**src/rtl/bcs_pkg.sv**
```systemverilog
package bcs_pkg;

    typedef enum logic [2:0] {
        PH_IDLE = 3'd0,
        PH_ADDR = 3'd1,
        PH_XLAT = 3'd2,
        PH_DAT1 = 3'd3,
        PH_WAIT = 3'd4,
        PH_DAT2 = 3'd5,
        PH_FIN  = 3'd6
    } phase_e;

    typedef struct packed {
        logic rd;
        logic wr;
        logic done;
    } strobe_t;

    function automatic logic in_data(phase_e ph);
        return (ph == PH_DAT1) || (ph == PH_WAIT) || (ph == PH_DAT2);
    endfunction

    function automatic phase_e step(phase_e cur, logic ads, logic pav,
                                    logic wt, logic xlat);
        phase_e nx;
        case (cur)
            PH_IDLE: nx = ads ? PH_ADDR : PH_IDLE;
            PH_ADDR: nx = xlat ? PH_XLAT : PH_DAT1;
            PH_XLAT: nx = pav ? PH_DAT1 : PH_XLAT;
            PH_DAT1,
            PH_WAIT: nx = wt ? PH_WAIT : PH_DAT2;
            PH_DAT2: nx = PH_FIN;
            PH_FIN:  nx = PH_IDLE;
            default: nx = PH_IDLE;
        endcase
        return nx;
    endfunction

endpackage

```
**src/rtl/bcs_phase_fsm.sv**
```systemverilog
module bcs_phase_fsm
    import bcs_pkg::*;
#(
    parameter bit XLAT_EN = 1'b1
) (
    input  logic   clk,
    input  logic   rst,
    input  logic   ads_i,
    input  logic   pav_i,
    input  logic   wait_i,
    output phase_e phase_o,
    output logic   start_o,
    output logic   accept_o
);
    phase_e cur_q;

    always_ff @(posedge clk) begin
        if (rst) cur_q <= PH_IDLE;
        else     cur_q <= step(cur_q, ads_i, pav_i, wait_i, XLAT_EN);
    end

    assign phase_o = cur_q;
    assign start_o = (cur_q == PH_IDLE) && ads_i;

    generate
        if (XLAT_EN) begin : g_xlat
            assign accept_o = (cur_q == PH_XLAT) && pav_i;
        end else begin : g_direct
            assign accept_o = start_o;
        end
    endgenerate


    addr_entry_chk: assert property (@(posedge clk) disable iff (rst)
        (cur_q != PH_IDLE) |=> (cur_q != PH_ADDR));


    wait_hold_chk: assert property (@(posedge clk) disable iff (rst)
        ((cur_q == PH_DAT1 || cur_q == PH_WAIT) && wait_i) |=> (cur_q == PH_WAIT));


    tail_order_chk: assert property (@(posedge clk) disable iff (rst)
        (cur_q == PH_DAT2) |=> (cur_q == PH_FIN));


    xlat_hold_chk: assert property (@(posedge clk) disable iff (rst)
        (cur_q == PH_XLAT && !pav_i) |=> (cur_q == PH_XLAT));
endmodule

```
**src/rtl/bcs_addr_latch.sv**
```systemverilog
module bcs_addr_latch #(
    parameter int BUS_W = 24
) (
    input  logic             clk,
    input  logic             rst,
    input  logic             start_i,
    input  logic             cap_i,
    input  logic             dir_rd_i,
    input  logic [BUS_W-1:0] bus_i,
    output logic             is_read_o,
    output logic [BUS_W-1:0] phys_o
);
    logic [BUS_W-1:0] addr_q;
    logic             rd_q;

    always_ff @(posedge clk) begin
        if (rst) begin
            addr_q <= '0;
            rd_q   <= 1'b0;
        end else begin
            if (cap_i)   addr_q <= bus_i;
            if (start_i) rd_q   <= dir_rd_i;
        end
    end

    assign phys_o    = addr_q;
    assign is_read_o = rd_q;


    addr_stable_chk: assert property (@(posedge clk) disable iff (rst)
        !cap_i |=> $stable(addr_q));


    dir_stable_chk: assert property (@(posedge clk) disable iff (rst)
        !start_i |=> $stable(rd_q));
endmodule

```
**src/rtl/bcs_strobe_gen.sv**
```systemverilog
module bcs_strobe_gen
    import bcs_pkg::*;
(
    input  logic    clk,
    input  logic    rst,
    input  phase_e  phase_i,
    input  logic    is_read_i,
    output strobe_t stb_o
);
    always_comb begin
        stb_o.rd   = in_data(phase_i) && is_read_i;
        stb_o.wr   = in_data(phase_i) && !is_read_i;
        stb_o.done = (phase_i == PH_FIN);
    end


    strobe_excl_chk: assert property (@(posedge clk) disable iff (rst)
        !(stb_o.rd && stb_o.wr));


    done_then_idle_chk: assert property (@(posedge clk) disable iff (rst)
        stb_o.done |=> (phase_i == PH_IDLE));


    strobe_drop_chk: assert property (@(posedge clk) disable iff (rst)
        (phase_i == PH_DAT2) |=> !(stb_o.rd || stb_o.wr));
endmodule

```
**src/rtl/bus_cycle_seq.sv**
```systemverilog
module bus_cycle_seq
    import bcs_pkg::*;
#(
    parameter int BUS_W   = 24,
    parameter bit XLAT_EN = 1'b1
) (
    input  logic             clk,
    input  logic             rst,
    input  logic             ads_i,
    input  logic             pav_i,
    input  logic             dir_rd_i,
    input  logic [BUS_W-1:0] ad_bus_i,
    input  logic             wait_i,
    output logic             rd_o,
    output logic             wr_o,
    output logic             sys_as_o,
    output logic [BUS_W-1:0] phys_addr_o,
    output logic             done_o,
    output logic [2:0]       phase_o
);
    phase_e  phase;
    logic    start;
    logic    accept;
    logic    is_read;
    strobe_t stb;

    bcs_phase_fsm #(.XLAT_EN(XLAT_EN)) u_fsm (
        .clk     (clk),
        .rst     (rst),
        .ads_i   (ads_i),
        .pav_i   (pav_i),
        .wait_i  (wait_i),
        .phase_o (phase),
        .start_o (start),
        .accept_o(accept)
    );

    bcs_addr_latch #(.BUS_W(BUS_W)) u_latch (
        .clk      (clk),
        .rst      (rst),
        .start_i  (start),
        .cap_i    (accept),
        .dir_rd_i (dir_rd_i),
        .bus_i    (ad_bus_i),
        .is_read_o(is_read),
        .phys_o   (phys_addr_o)
    );

    bcs_strobe_gen u_stb (
        .clk      (clk),
        .rst      (rst),
        .phase_i  (phase),
        .is_read_i(is_read),
        .stb_o    (stb)
    );

    assign rd_o     = stb.rd;
    assign wr_o     = stb.wr;
    assign done_o   = stb.done;
    assign sys_as_o = accept;
    assign phase_o  = phase;


    sys_as_entry_chk: assert property (@(posedge clk) disable iff (rst)
        sys_as_o |=> (phase_o == 3'd1 || phase_o == 3'd3));
endmodule

```
**config.mk**
```make
export PLATFORM = sky130hd
export DESIGN_NAME = bus_cycle_seq
export DESIGN_NICKNAME = d
export VERILOG_FILES = /design/src/rtl/bcs_pkg.sv /design/src/rtl/bcs_phase_fsm.sv /design/src/rtl/bcs_addr_latch.sv /design/src/rtl/bcs_strobe_gen.sv /design/src/rtl/bus_cycle_seq.sv
export SDC_FILE = /design/constraint.sdc
export NUM_CORES = 1
export LEC_CHECK = 0
export BUFFER_PORTS_ARGS = -buffer_cell sky130_fd_sc_hd__buf_2
export CAP_MARGIN = 40
export CELL_PAD_IN_SITES_DETAIL_PLACEMENT = 0
export CELL_PAD_IN_SITES_GLOBAL_PLACEMENT = 1
export CORE_UTILIZATION = 30
export DETAILED_ROUTE_END_ITERATION = 10
export HOLD_SLACK_MARGIN = 0.02
export MAX_ROUTING_LAYER = met4
export PLACE_DENSITY = 0.89
export SLEW_MARGIN = 20
export SYNTH_ARGS = -nofsm -noshare
export SYNTH_HDL_FRONTEND = slang
export SYNTH_SLANG_ARGS = --single-unit
```
**constraint.sdc**
```tcl
create_clock -name clk -period 1.4 [get_ports clk]
set_input_delay 0.07 -clock clk [delete_from_list [all_inputs] [get_ports clk]]
set_output_delay 0.07 -clock clk [all_outputs]
set_load 0.05 [all_outputs]
```
==> impl_metrics.prom <==
# TYPE chip_impl_metric gauge
chip_impl_info{name="status",value="finished clean"} 1
chip_impl_metric{name="report.final.setup_viol",unit=""} 0
chip_impl_info{name="setup.worst_path.end_class",value="output port"} 1
chip_impl_metric{name="place_inst",unit=""} 230
chip_impl_metric{name="critPathArrivalTime",unit="ns"} 1.31
chip_impl_metric{name="diode_insertion_count_for_antenna_repair",unit=""} 0
chip_impl_metric{name="layout-drive-gt1-share",unit="%"} 49.49
chip_impl_info{name="synth_top_cells_by_count",value="sky130_fd_sc_hd__nand2_1, sky130_fd_sc_hd__dfxtp_1, sky130_fd_sc_hd__a21oi_1, sky130_fd_sc_hd__a21oi_2, sky130_fd_sc_hd__nor2_1"} 1
chip_impl_metric{name="achievable-frequency",unit="MHz"} 726.5
chip_impl_metric{name="numClockSinks",unit=""} 28
chip_impl_metric{name="total_number_of_placement_rows",unit=""} 21
chip_impl_metric{name="route.final.wire_length",unit="um"} 2728
chip_impl_metric{name="route.vias.total",unit=""} 1083
chip_impl_metric{name="count_of_unresolved_drc_violations_after_routing",unit=""} 0
chip_impl_metric{name="horizontal_die_dimension",unit="um"} 62.65
chip_impl_metric{name="routedWlPerCell",unit="um"} 11.18
chip_impl_metric{name="first_pass_grt_wire_length",unit="um"} 4298
chip_impl_metric{name="netlist_area",unit="sq um"} 1104
chip_impl_info{name="yosysMostFrequentCell",value="sky130_fd_sc_hd__nand2_1"} 1
chip_impl_metric{name="die_height",unit="um"} 62.65
chip_impl_metric{name="fp.dieArea",unit="sq um"} 3925
chip_impl_info{name="synth_ff_type",value="sky130_fd_sc_hd__dfxtp_1"} 1
chip_impl_metric{name="sequentialPowerShare",unit="%"} 49.4
chip_impl_info{name="hold_class",value="in -> reg"} 1
chip_impl_metric{name="post-route-min-period",unit="ns"} 1.376
chip_impl_metric{name="place_ws",unit="ns"} 0.1255
chip_impl_metric{name="power.share.combinational",unit="%"} 22.7
chip_impl_metric{name="vias_in_the_first_global_route",unit=""} 939
chip_impl_metric{name="syn_nets",unit=""} 159
chip_impl_info{name="crit_path_start_kind",value="flip-flop"} 1
chip_impl_metric{name="final.period_utilization",unit="%"} 98.32
chip_impl_info{name="worstSetupPathType",value="reg -> out"} 1
chip_impl_metric{name="final_cell_count_no_fill",unit=""} 244
chip_impl_metric{name="globalRouteTotalUtil",unit="%"} 14.21
chip_impl_metric{name="initial_utilization",unit="%"} 32.06
chip_impl_metric{name="power_per_cell_area",unit="nW/um^2"} 1081
chip_impl_metric{name="synth_seq_area_share",unit="%"} 50.79
chip_impl_metric{name="hold_viol",unit=""} 0
chip_impl_metric{name="synthesis.area_per_instance",unit="sq um"} 8.555
chip_impl_metric{name="synth_edf_count",unit=""} 0
chip_impl_metric{name="leakagePower",unit="uW"} 0.0007147
chip_impl_metric{name="worst-endpoint-required",unit="ns"} 1.33
chip_impl_metric{name="worst-slew-pin-transition",unit="ns"} 0.3272
chip_impl_info{name="worst_r2r_startpoint",value="u_fsm.phase_o[1]"} 1
chip_impl_metric{name="finClkSkew",unit="ns"} 0.005170
chip_impl_metric{name="floorplan.core_area",unit="sq um"} 3442
chip_impl_metric{name="synth_async_reset_ratio",unit="%"} 0
chip_impl_info{name="netlist_top_cells_area",value="sky130_fd_sc_hd__dfxtp_1, sky130_fd_sc_hd__nand2_1, sky130_fd_sc_hd__a21oi_2"} 1
chip_impl_metric{name="path_clk_slew",unit="ns"} 0.09
chip_impl_metric{name="worst_slew_margin_relative_to_its_limit",unit="%"} 78.13
chip_impl_metric{name="boundaryPins",unit=""} 61
chip_impl_metric{name="postSynthRegisterBits",unit=""} 28
chip_impl_metric{name="worst_hold_slack",unit="ns"} 0.03167
chip_impl_info{name="worst_setup_path_startpoint",value="u_fsm.phase_o[1]"} 1
chip_impl_metric{name="postRouteAntennaNets",unit=""} 0
chip_impl_metric{name="detail_route.first_pass.iterations",unit=""} 4
chip_impl_metric{name="postLayoutSetupSlackWorst",unit="ns"} 0.02352
chip_impl_metric{name="power.switching_fraction",unit="%"} 29.94
chip_impl_metric{name="drv_cap",unit=""} 0
chip_impl_metric{name="detailedPlacementHpwl",unit="um"} 1740
chip_impl_metric{name="synth_warnings",unit=""} 0
chip_impl_info{name="synth.largest_area_cell",value="sky130_fd_sc_hd__dfxtp_1"} 1
chip_impl_metric{name="fin_util",unit="%"} 46.82
chip_impl_info{name="hold_path.startpoint",value="ad_bus_i[5]"} 1
chip_impl_metric{name="tritoncts_buffer_count",unit=""} 3
chip_impl_metric{name="cts_max_level",unit=""} 1
chip_impl_metric{name="antenna_violations_before_repair",unit=""} 0
chip_impl_metric{name="num-nets-final",unit=""} 229
chip_impl_metric{name="vdd_ir_drop_max",unit="mV"} 0.4411
chip_impl_metric{name="crit_fanout",unit=""} 9
chip_impl_metric{name="drt_iter0_drc",unit=""} 28
chip_impl_info{name="ctsRootBufferMaster",value="sky130_fd_sc_hd__clkbuf_8"} 1
chip_impl_metric{name="gp_congestion",unit=""} 0.8052
chip_impl_metric{name="power.net_switching",unit="uW"} 521.7
chip_impl_metric{name="post_synth_num_cell_types",unit=""} 20
chip_impl_metric{name="power.internal",unit="uW"} 1221
chip_impl_info{name="tritoncts",value="done"} 1
chip_impl_metric{name="post-synth-top-area-fraction",unit="%"} 50.79
chip_impl_metric{name="area_growth",unit="%"} 46.03
chip_impl_metric{name="postSynthCellCount",unit=""} 129
chip_impl_metric{name="grt_remaining_overflow",unit=""} 0
chip_impl_metric{name="max-clock-path-buffers",unit=""} 2
chip_impl_metric{name="power_frac_clock",unit="%"} 27.9
chip_impl_metric{name="clk_latency",unit="ns"} 0.27
chip_impl_info{name="rsz0062_at_grt",value="true"} 1
chip_impl_metric{name="final-max-slew-violation-count",unit=""} 0
chip_impl_metric{name="via_per_inst",unit=""} 4.439
chip_impl_metric{name="maximum_number_of_pins_on_one_net_before_global_route_repair",unit=""} 25
chip_impl_metric{name="numPortBuffers",unit=""} 60
[state kept, by name, summed over array words and instances (netlist names)]
| signal | count |
|---|---|
| u_fsm.phase_o | 3 |
| u_latch.is_read_o | 1 |
| u_latch.phys_o | 24 |
[power groups by stage]
stage / sequential (uW) / clock (uW) / combinational, uW
after floorplan: 998 / 0 / 143
after global routing: 867 / 550 / 422
after detailed placement: 883 / 0 / 347
final: 861 / 486 / 395
after CTS: 859 / 509 / 385
after global placement: 883 / 0 / 348
[layout by cell type, fill, tap and decap left out, drive strengths merged]
master and n:
a21oi 28, and3b 1, buf 70, clkbuf 4, clkinv 2, dfxtp 28, dlygate4sd3 2, inv 1
mux2i 1, nand2 49, nand4bb 1, nor2 6, nor2b 1, nor3b 1, nor4b 1, o21ai 1
o31ai 1
[worst max-delay path, stage by stage, from the launching register on]
cell and delay, ns:
sky130_fd_sc_hd__dfxtp_4 0.38, sky130_fd_sc_hd__and3b_2 0.21, sky130_fd_sc_hd__a21oi_2 0.13, sky130_fd_sc_hd__buf_6 0.14, sky130_fd_sc_hd__nor2b_4 0.04, sky130_fd_sc_hd__buf_8 0.14
[logic make-up after synthesis]
kind of cell | count (synthesis) | share of synthesized area [%]
AOI/OAI and AO/OA | 30 | 18.25
buffers and inverters | 10 | 7.369
DFF | 28 | 50.79
muxes | 1 | 0.9071
and+or+nand+nor | 60 | 22.68
[what timing repair did]
action | in CTS | in global routing
endpoints found under the setup margin | 3 | 3
hold buffers | 1 | 1
resized for setup | 9 | 4
endpoints found under the hold margin | 1 | 1
buffers inserted | 6 | 1
gates cloned | 1 | 0
[final timing paths]
path	to	slack, ns	cells after the start
min	u_latch.phys_o[5]	0.03	3
max reg2reg	u_fsm.phase_o[0]	0.10	6
min reg2reg	u_latch.phys_o[6]	0.45	2
max	rd_o	0.02	5
[final cells by class]
class | count | area [sq um]
sequential | 28 | 571.8
multi-input combinational | 91 | 491.7
inverter | 2 | 12.51
timing repair buffer | 72 | 417.9
tap | 46 | 57.56
timing repair inverter | 1 | 5.005
fill | 347 | 1831
clock buffer | 4 | 55.05
[stage by stage]
stage,power [uW],cell area [sq um],setup TNS (ns)
after floorplan,1141,1122,0
after global placement,1231,1434,0
after detailed placement,1230,1434,0
after CTS,1754,1577,0
after global routing,1838,1612,-0.06942
final,1742,1612,0
[per-layer routing]
metal	GRT usage (%)	wire length [um]	part of all wire, %	up-vias
li1	-	-	-	553
met1	18.63	1283	47	492
met2	22.28	1295	47	36
met3	2.372	140	5.1	2
met4	4.360	8	0.29	0
met5	-	0	0	-
No activity file was read; power rests on OpenSTA's default activity.
